$ cat src/rtl/crc3_pkg.sv
package crc3_pkg;

    localparam int CRC_W      = 3;
    localparam int MSG_BITS   = 14;
    localparam int FRAME_BITS = MSG_BITS + CRC_W;
    localparam int CNT_W      = $clog2(FRAME_BITS + 1);

    // x^3 + x + 1 : low-order taps of the generator
    localparam logic [CRC_W-1:0] POLY_TAPS = 3'b011;

    typedef enum logic {
        MODE_GEN = 1'b0,
        MODE_CHK = 1'b1
    } crc_mode_e;

    typedef struct packed {
        logic             valid;
        logic             data;
    } serial_bit_t;

    // One MSB-first division step: feedback is top bit XOR input bit
    function automatic logic [CRC_W-1:0] crc_step(
        input logic [CRC_W-1:0] cur,
        input logic             din
    );
        logic fb;
        fb = cur[CRC_W-1] ^ din;
        return {cur[CRC_W-2:0], 1'b0} ^ (fb ? POLY_TAPS : '0);
    endfunction

    function automatic logic [CNT_W-1:0] frame_len(input crc_mode_e m);
        return (m == MODE_CHK) ? CNT_W'(FRAME_BITS) : CNT_W'(MSG_BITS);
    endfunction

endpackage

$ cat src/rtl/crc3_lfsr.sv
module crc3_lfsr
    import crc3_pkg::*;
(
    input  logic             clk,
    input  logic             rst,
    input  logic             clear,
    input  logic             shift_en,
    input  logic             din,
    output logic [CRC_W-1:0] state
);

    always_ff @(posedge clk) begin
        if (rst || clear) begin
            state <= '0;
        end else if (shift_en) begin
            state <= crc_step(state, din);
        end
    end

    a_r4_hold_when_idle: assert property (@(posedge clk) disable iff (rst)
        (!shift_en && !clear) |=> $stable(state));

    a_r3_clear_zeroes: assert property (@(posedge clk) disable iff (rst)
        clear |=> (state == '0));

endmodule

$ cat src/rtl/crc3_frame_counter.sv
module crc3_frame_counter
    import crc3_pkg::*;
(
    input  logic      clk,
    input  logic      rst,
    input  logic      clear,
    input  logic      bit_in,
    input  crc_mode_e mode_q,
    output logic      done
);

    logic [CNT_W-1:0] count;
    logic [CNT_W-1:0] limit;

    assign limit = frame_len(mode_q);

    always_ff @(posedge clk) begin
        if (rst || clear) begin
            count <= '0;
            done  <= 1'b0;
        end else if (bit_in && !done) begin
            count <= count + 1'b1;
            if (count == limit - 1'b1) begin
                done <= 1'b1;
            end
        end
    end

    a_r5_count_bound: assert property (@(posedge clk) disable iff (rst)
        count <= limit);

    a_r5_done_sticky: assert property (@(posedge clk) disable iff (rst)
        (done && !clear) |=> done);

    a_r5_done_at_limit: assert property (@(posedge clk) disable iff (rst)
        done |-> (count == limit));

endmodule

$ cat src/rtl/crc3_serial_unit.sv
module crc3_serial_unit
    import crc3_pkg::*;
(
    input  logic             clk,
    input  logic             rst,
    input  logic             start,
    input  logic             mode,
    input  logic             in_valid,
    input  logic             in_bit,
    output logic [CRC_W-1:0] crc_out,
    output logic             done,
    output logic             pass
);

    crc_mode_e   mode_q;
    serial_bit_t sbit;
    logic        accept;

    assign sbit.valid = in_valid;
    assign sbit.data  = in_bit;

    // start has priority over a coincident bit
    assign accept = sbit.valid && !start && !done;

    always_ff @(posedge clk) begin
        if (rst) begin
            mode_q <= MODE_GEN;
        end else if (start) begin
            mode_q <= crc_mode_e'(mode);
        end
    end

    crc3_lfsr u_lfsr (
        .clk      (clk),
        .rst      (rst),
        .clear    (start),
        .shift_en (accept),
        .din      (sbit.data),
        .state    (crc_out)
    );

    crc3_frame_counter u_cnt (
        .clk    (clk),
        .rst    (rst),
        .clear  (start),
        .bit_in (accept),
        .mode_q (mode_q),
        .done   (done)
    );

    assign pass = done && (mode_q == MODE_CHK) && (crc_out == '0);

    a_r8_pass_in_check_only: assert property (@(posedge clk) disable iff (rst)
        pass |-> (done && crc_out == '0));

    a_r6_frozen_after_done: assert property (@(posedge clk) disable iff (rst)
        (done && !start) |=> $stable(crc_out));

    a_r9_start_beats_bit: assert property (@(posedge clk) disable iff (rst)
        (start && in_valid) |=> (crc_out == '0 && !done));

endmodule

$ cat config.mk
export PLATFORM = sky130hd
export DESIGN_NAME = crc3_serial_unit
export DESIGN_NICKNAME = d
export VERILOG_FILES = /design/src/rtl/crc3_pkg.sv /design/src/rtl/crc3_lfsr.sv /design/src/rtl/crc3_frame_counter.sv /design/src/rtl/crc3_serial_unit.sv
export SDC_FILE = /design/constraint.sdc
export NUM_CORES = 1
export LEC_CHECK = 0
export CAP_MARGIN = 5
export CORE_AREA = 2 2 39 41
export CTS_BUF_LIST = sky130_fd_sc_hd__clkbuf_16
export DETAILED_ROUTE_END_ITERATION = 10
export DIE_AREA = 0 0 41 43
export DONT_BUFFER_PORTS = 1
export PLACE_DENSITY_LB_ADDON = 0.08
export SLEW_MARGIN = 20
export SYNTH_ARGS = -nofsm -noshare
export SYNTH_HDL_FRONTEND = slang
export SYNTH_HIERARCHICAL = 1
export SYNTH_SLANG_ARGS = --single-unit
$ cat constraint.sdc
create_clock -name clk -period 2 [get_ports clk]
set_clock_uncertainty 0.05 [all_clocks]
set_input_delay 0.4 -clock clk [delete_from_list [all_inputs] [get_ports clk]]
set_output_delay 0.4 -clock clk [all_outputs]
set_load 0.01 [all_outputs]
### Yosys cells after proc, flatten, opt, wreduce, memory -nomap -nowiden

Index checks and enable logic that the tools add are counted.
W data, S select, Z words.

* register bits: 10
* latch bits: 0
* bits in writable memories: 0
* logic and storage cells: 21
* memory bits (read-only): 0
* memories: 0

* eq/ne operators: 1
* bitwise gates (word level): 2
* shifts and indexed selects: 0
* multiplexer cells: 2
* $add $sub $neg: 2
* reductions and logical operators: 10
* divide/modulo/power cells: 0
* multiply operators: 0
* order comparisons: 0

Operators by type and width (number)
* $add A5 B1 Y5 const B: 1
* $eq A5 B5 Y1: 1
* $logic_and A1 B1 Y1: 5
* $mux W5: 1
* $sub A5 B1 Y5 const B: 1
* $logic_not A3 Y1: 1
* $xor A3 B3 Y3: 1
* $logic_not A1 Y1: 2
* $mux W2: 1
* $reduce_and A2 Y1: 1
* $logic_or A1 B1 Y1: 1
* $xor A1 B1 Y1: 1

### Longest topological paths before layout

* depth in word-level cells: 5
* gate-level depth with buffers: 4
* mapped depth without buffers: 4

### Cells and area by module

Netlist, hierarchy kept.

Modules (own cells, without submodules)
* crc3_frame_counter: seq. area each 120.1 um^2, cells an instance 32, area each 300.3 um^2, instances 1
* crc3_lfsr: seq. area each 60.1 um^2, cells an instance 13, area each 135.1 um^2, instances 1
* crc3_serial_unit: seq. area each 20.0 um^2, cells an instance 6, area each 57.6 um^2, instances 1

### Worst setup path before layout

Ideal clock, no wire load.

* path kind: input port to flip-flop
* from: in start
* to: reg u_cnt.count[3]
* slack: 56 ps
* required time: 1880 ps
* data arrival time: 1825 ps
* cell stages on the path: 4
* path through: nor3b_1 > nand2b_1 > or3_1 > a21oi_1

* cells in the longest elaborated chain, start to end: 4
* elaborated cells on any way between the ends: 5
* classes of those cells: reduce/logical: 5

RTL lines
* start: declaration: line crc3_serial_unit.sv:6 `input logic start,`
* $logic_not A1 Y1: line crc3_serial_unit.sv:23 `assign accept = sbit.valid && !start && !done;`
* $logic_and A1 B1 Y1 (2 in a row): line crc3_serial_unit.sv:23
* $logic_and A1 B1 Y1: line crc3_frame_counter.sv:21 `end else if (bit_in && !done) begin`
* end signal: assignment: line crc3_frame_counter.sv:22 `count <= count + 1'b1;`
* end: declaration: line crc3_frame_counter.sv:12 `logic [CNT_W-1:0] count;`

Several ways; a longest one is shown, not always the timed one.
A chain may end at the register's enable or synchronous reset.

### Worst setup path in the final report

* from: reg u_cnt.done
* to: out pass

* cells in the longest elaborated chain, start to end: 2

RTL lines
* start: declaration: line crc3_frame_counter.sv:9 `output logic done`
* start signal: assignment: line crc3_frame_counter.sv:20 `done <= 1'b0;`
* start signal: assignment: line crc3_frame_counter.sv:24 `done <= 1'b1;`
* $logic_and A1 B1 Y1 (2 in a row): line crc3_serial_unit.sv:51 `assign pass = done && (mode_q == MODE_CHK) && (crc_out == '0);`
* end: declaration: line crc3_serial_unit.sv:12 `output logic pass`

Every way passes these cells.

==> results_dict.tcl <==
set metrics [dict create \
    status "finished clean" \
    core_area_um2 1384 \
    drt_first_pass_iters 2 \
    initial_core_util_pct 35.62 \
    gp_congestion 0.6370 \
    rows 14 \
    p_leak_nw 0.2268 \
    die_area_um2 1763 \
    r2r-start "u_cnt/done$_SDFFE_PP0P_" \
    clkPwrFrac_pct 60.2 \
    yosys_most_used_dff "dfxtp_1" \
    p_seq_share_pct 35.8 \
    grt_pass1_vias 421 \
    worstSetupPathType "flip-flop to primary output" \
    grt_pass1_wl_um 1704 \
    cp-end-kind "primary output" \
    cts-root-buf "clkbuf_16" \
    max_slew_margin_pct 77.26 \
    drv_slew 0 \
    reg2reg_depth 5 \
    mostFrequentLayoutCells "10 x dfxtp_1, 6 x nor2_1" \
    required_ns 1.55 \
    cts_resized 0 \
    swShare_pct 18.21 \
    met2_usage_pct 23.75 \
    cellPowerDensity_nw_per_um2 977.7 \
    path_clk_slew_ns 0.04 \
    wl_per_cell_um 13.79 \
    dp_hpwl_um 700.9 \
    grtUsageTotal_pct 15.04 \
    syn-num-nets 58 \
    setup_viol 0 \
    crit_arrival_ns 1.10 \
    cts_setup_buffers 0 \
    tritoncts "yes" \
    cp_max_fo 7 \
    synth_cell_types 26 \
    ant_nets 0 \
    die-width_um 41 \
    power.switching_mw 0.1060 \
    syn_area_um2 493.0 \
    final_common_cell "dfxtp_1" \
    whs_path_depth 1 \
    ctsLongestPathBuffers 2 \
    max_freq_mhz 643.7 \
    finalCritPeriodShare_pct 77.68 \
    finalHoldViolCount 0 \
    drive_gt1_share_pct 14.55 \
    fin_setup_tns_ns 0 \
    busiest_layer "met2" \
    vias 389 \
    drtIter0Drc 11 \
    die_y_um 43 \
    fin_crit_ns 1.554 \
    r2r-end "u_cnt/count[4]$_SDFFE_PP0P_" \
    p_int_mw 0.4762 \
    holdBufCountCts 0 \
    worst_pin_slew_ns 0.3383 \
    htree_levels 1 \
    rsz0062_at_grt "false" \
    pwr-share-comb_pct 4.0 \
    antenna_found_initial 0 \
    hp-class "input pin to flip-flop" \
    io_pins 11 \
    wirelength_um 979 \
    viasPerCell 5.479 \
    hold_end "u_lfsr/state[0]$_SDFFE_PP0P_" \
    grt_util_met3_pct 6.283 \
    synthArstFlopShare_pct 0 \
    antenna_cells 0 \
    drv_cap 0 \
    yosysSeqAreaShare_pct 40.61 \
    drc 0 \
    ys_warn_count 6 \
    port_buffers 0 \
    syn_to_final_growth_pct 20.81 \
    avgSynthCellArea_um2 9.666 \
    clkLatencyLatePin_ns 0.23 \
    nets 63 \
    ir_worst_vdd_uv 614.2 \
    startpoint_type "flip-flop" \
    numCtsBuffers 3 \
    grt_max_degree 11 \
    met1_usage_pct 15.03 \
    synth_edf_count 0 \
    ys_seq_elements 10 \
    min_from "rst" \
    cts.sinks 10 \
    syn_inst 51 \
    grt_overflow 0 \
    hold_slack_ns 0.1788 \
    r2r_slack_ns 0.47 \
]
[power groups by stage]
| stage | Combinational [mW] | Sequential, mW | Clock (mW) |
|---|---|---|---|
| after floorplan | 0.0190 | 0.211 | 0 |
| after global placement | 0.0220 | 0.212 | 0 |
| after detailed placement | 0.0232 | 0.212 | 0 |
| after CTS | 0.0234 | 0.208 | 0.356 |
| after global routing | 0.0259 | 0.209 | 0.369 |
| final | 0.0233 | 0.209 | 0.350 |
[synth_stat cells (all sizes together) (2+ instances only)]
| master | instances | area share, % |
|---|---|---|
| dfxtp | 10 | 41 |
| nor2 | 6 | 4.6 |
| a21oi | 3 | 3.0 |
| mux2i | 3 | 6.1 |
| nand3b | 3 | 7.1 |
| nor3b | 3 | 4.6 |
| nand2 | 2 | 1.5 |
| o21ai | 2 | 2.0 |
| or3 | 2 | 2.5 |
| xnor2 | 2 | 3.6 |
[cell type report]
| type | instances | area (um2) |
|---|---|---|
| Sequential cell | 10 | 200.2 |
| Multi-Input combinational cell | 40 | 289.0 |
| Tap cell | 16 | 20.02 |
| Timing Repair Buffer | 1 | 7.507 |
| Clock buffer | 3 | 75.07 |
| Fill cell | 147 | 788.3 |
| Clock inverter | 1 | 3.754 |
[worst max-delay path by stage]
stage | startpoint | endpoint | slack, ns | cells past startpoint
6_report | u_cnt/done$_SDFFE_PP0P_ | pass | 0.45 | 2
4_1_cts | u_cnt/done$_SDFFE_PP0P_ | pass | 0.43 | 2
5_1_grt | u_cnt/done$_SDFFE_PP0P_ | u_cnt/count[3]$_SDFFE_PP0P_ | 0.34 | 5
3_3_place_gp | start | u_cnt/count[4]$_SDFFE_PP0P_ | 0.51 | 5
2_1_floorplan | start | u_cnt/count[3]$_SDFFE_PP0P_ | 0.06 | 4
3_5_place_dp | u_cnt/done$_SDFFE_PP0P_ | u_cnt/count[4]$_SDFFE_PP0P_ | 0.50 | 5
[flip-flops by register name, summed over array words and instances (netlist names)]
name,count
mode_q,1
u_cnt/done,1
u_lfsr/state,3
u_cnt/count,5
[through the flow]
stage	worst slack, ns	utilization (%)	instance area [um2]	power, mW	instances
detailed placement	0.4960	37.34	516.7	0.2349	67
floorplan	0.05556	-	493.0	0.2297	51
CTS	0.4330	43.04	595.6	0.5876	71
finish	0.4465	43.04	595.6	0.5823	71
global route	0.3377	43.04	595.6	0.6034	71
global placement	0.5106	37.34	516.7	0.2336	67
[worst max-delay path, stage by stage (launching register included)]
cell and delay [ns]:
dfxtp_1 0.49, nand2_1 0.12, nor4_2 0.26
[cells by family after synthesis]
| logic type | synth area share [%] |
|---|---|
| compound gates | 11.42 |
| xor+xnor | 5.331 |
| fa+ha+maj | 2.538 |
| buf+inv | 0.7607 |
| flops | 40.61 |
| mux | 6.092 |
| simple gates | 33.25 |
[per-layer routing]
metal	vias to the layer above	part of all wire (%)
met4	0	1.1
met5	-	0
met1	183	42
met3	2	5.7
li1	194	-
met2	10	51
(Power assumes the default switching activity.)
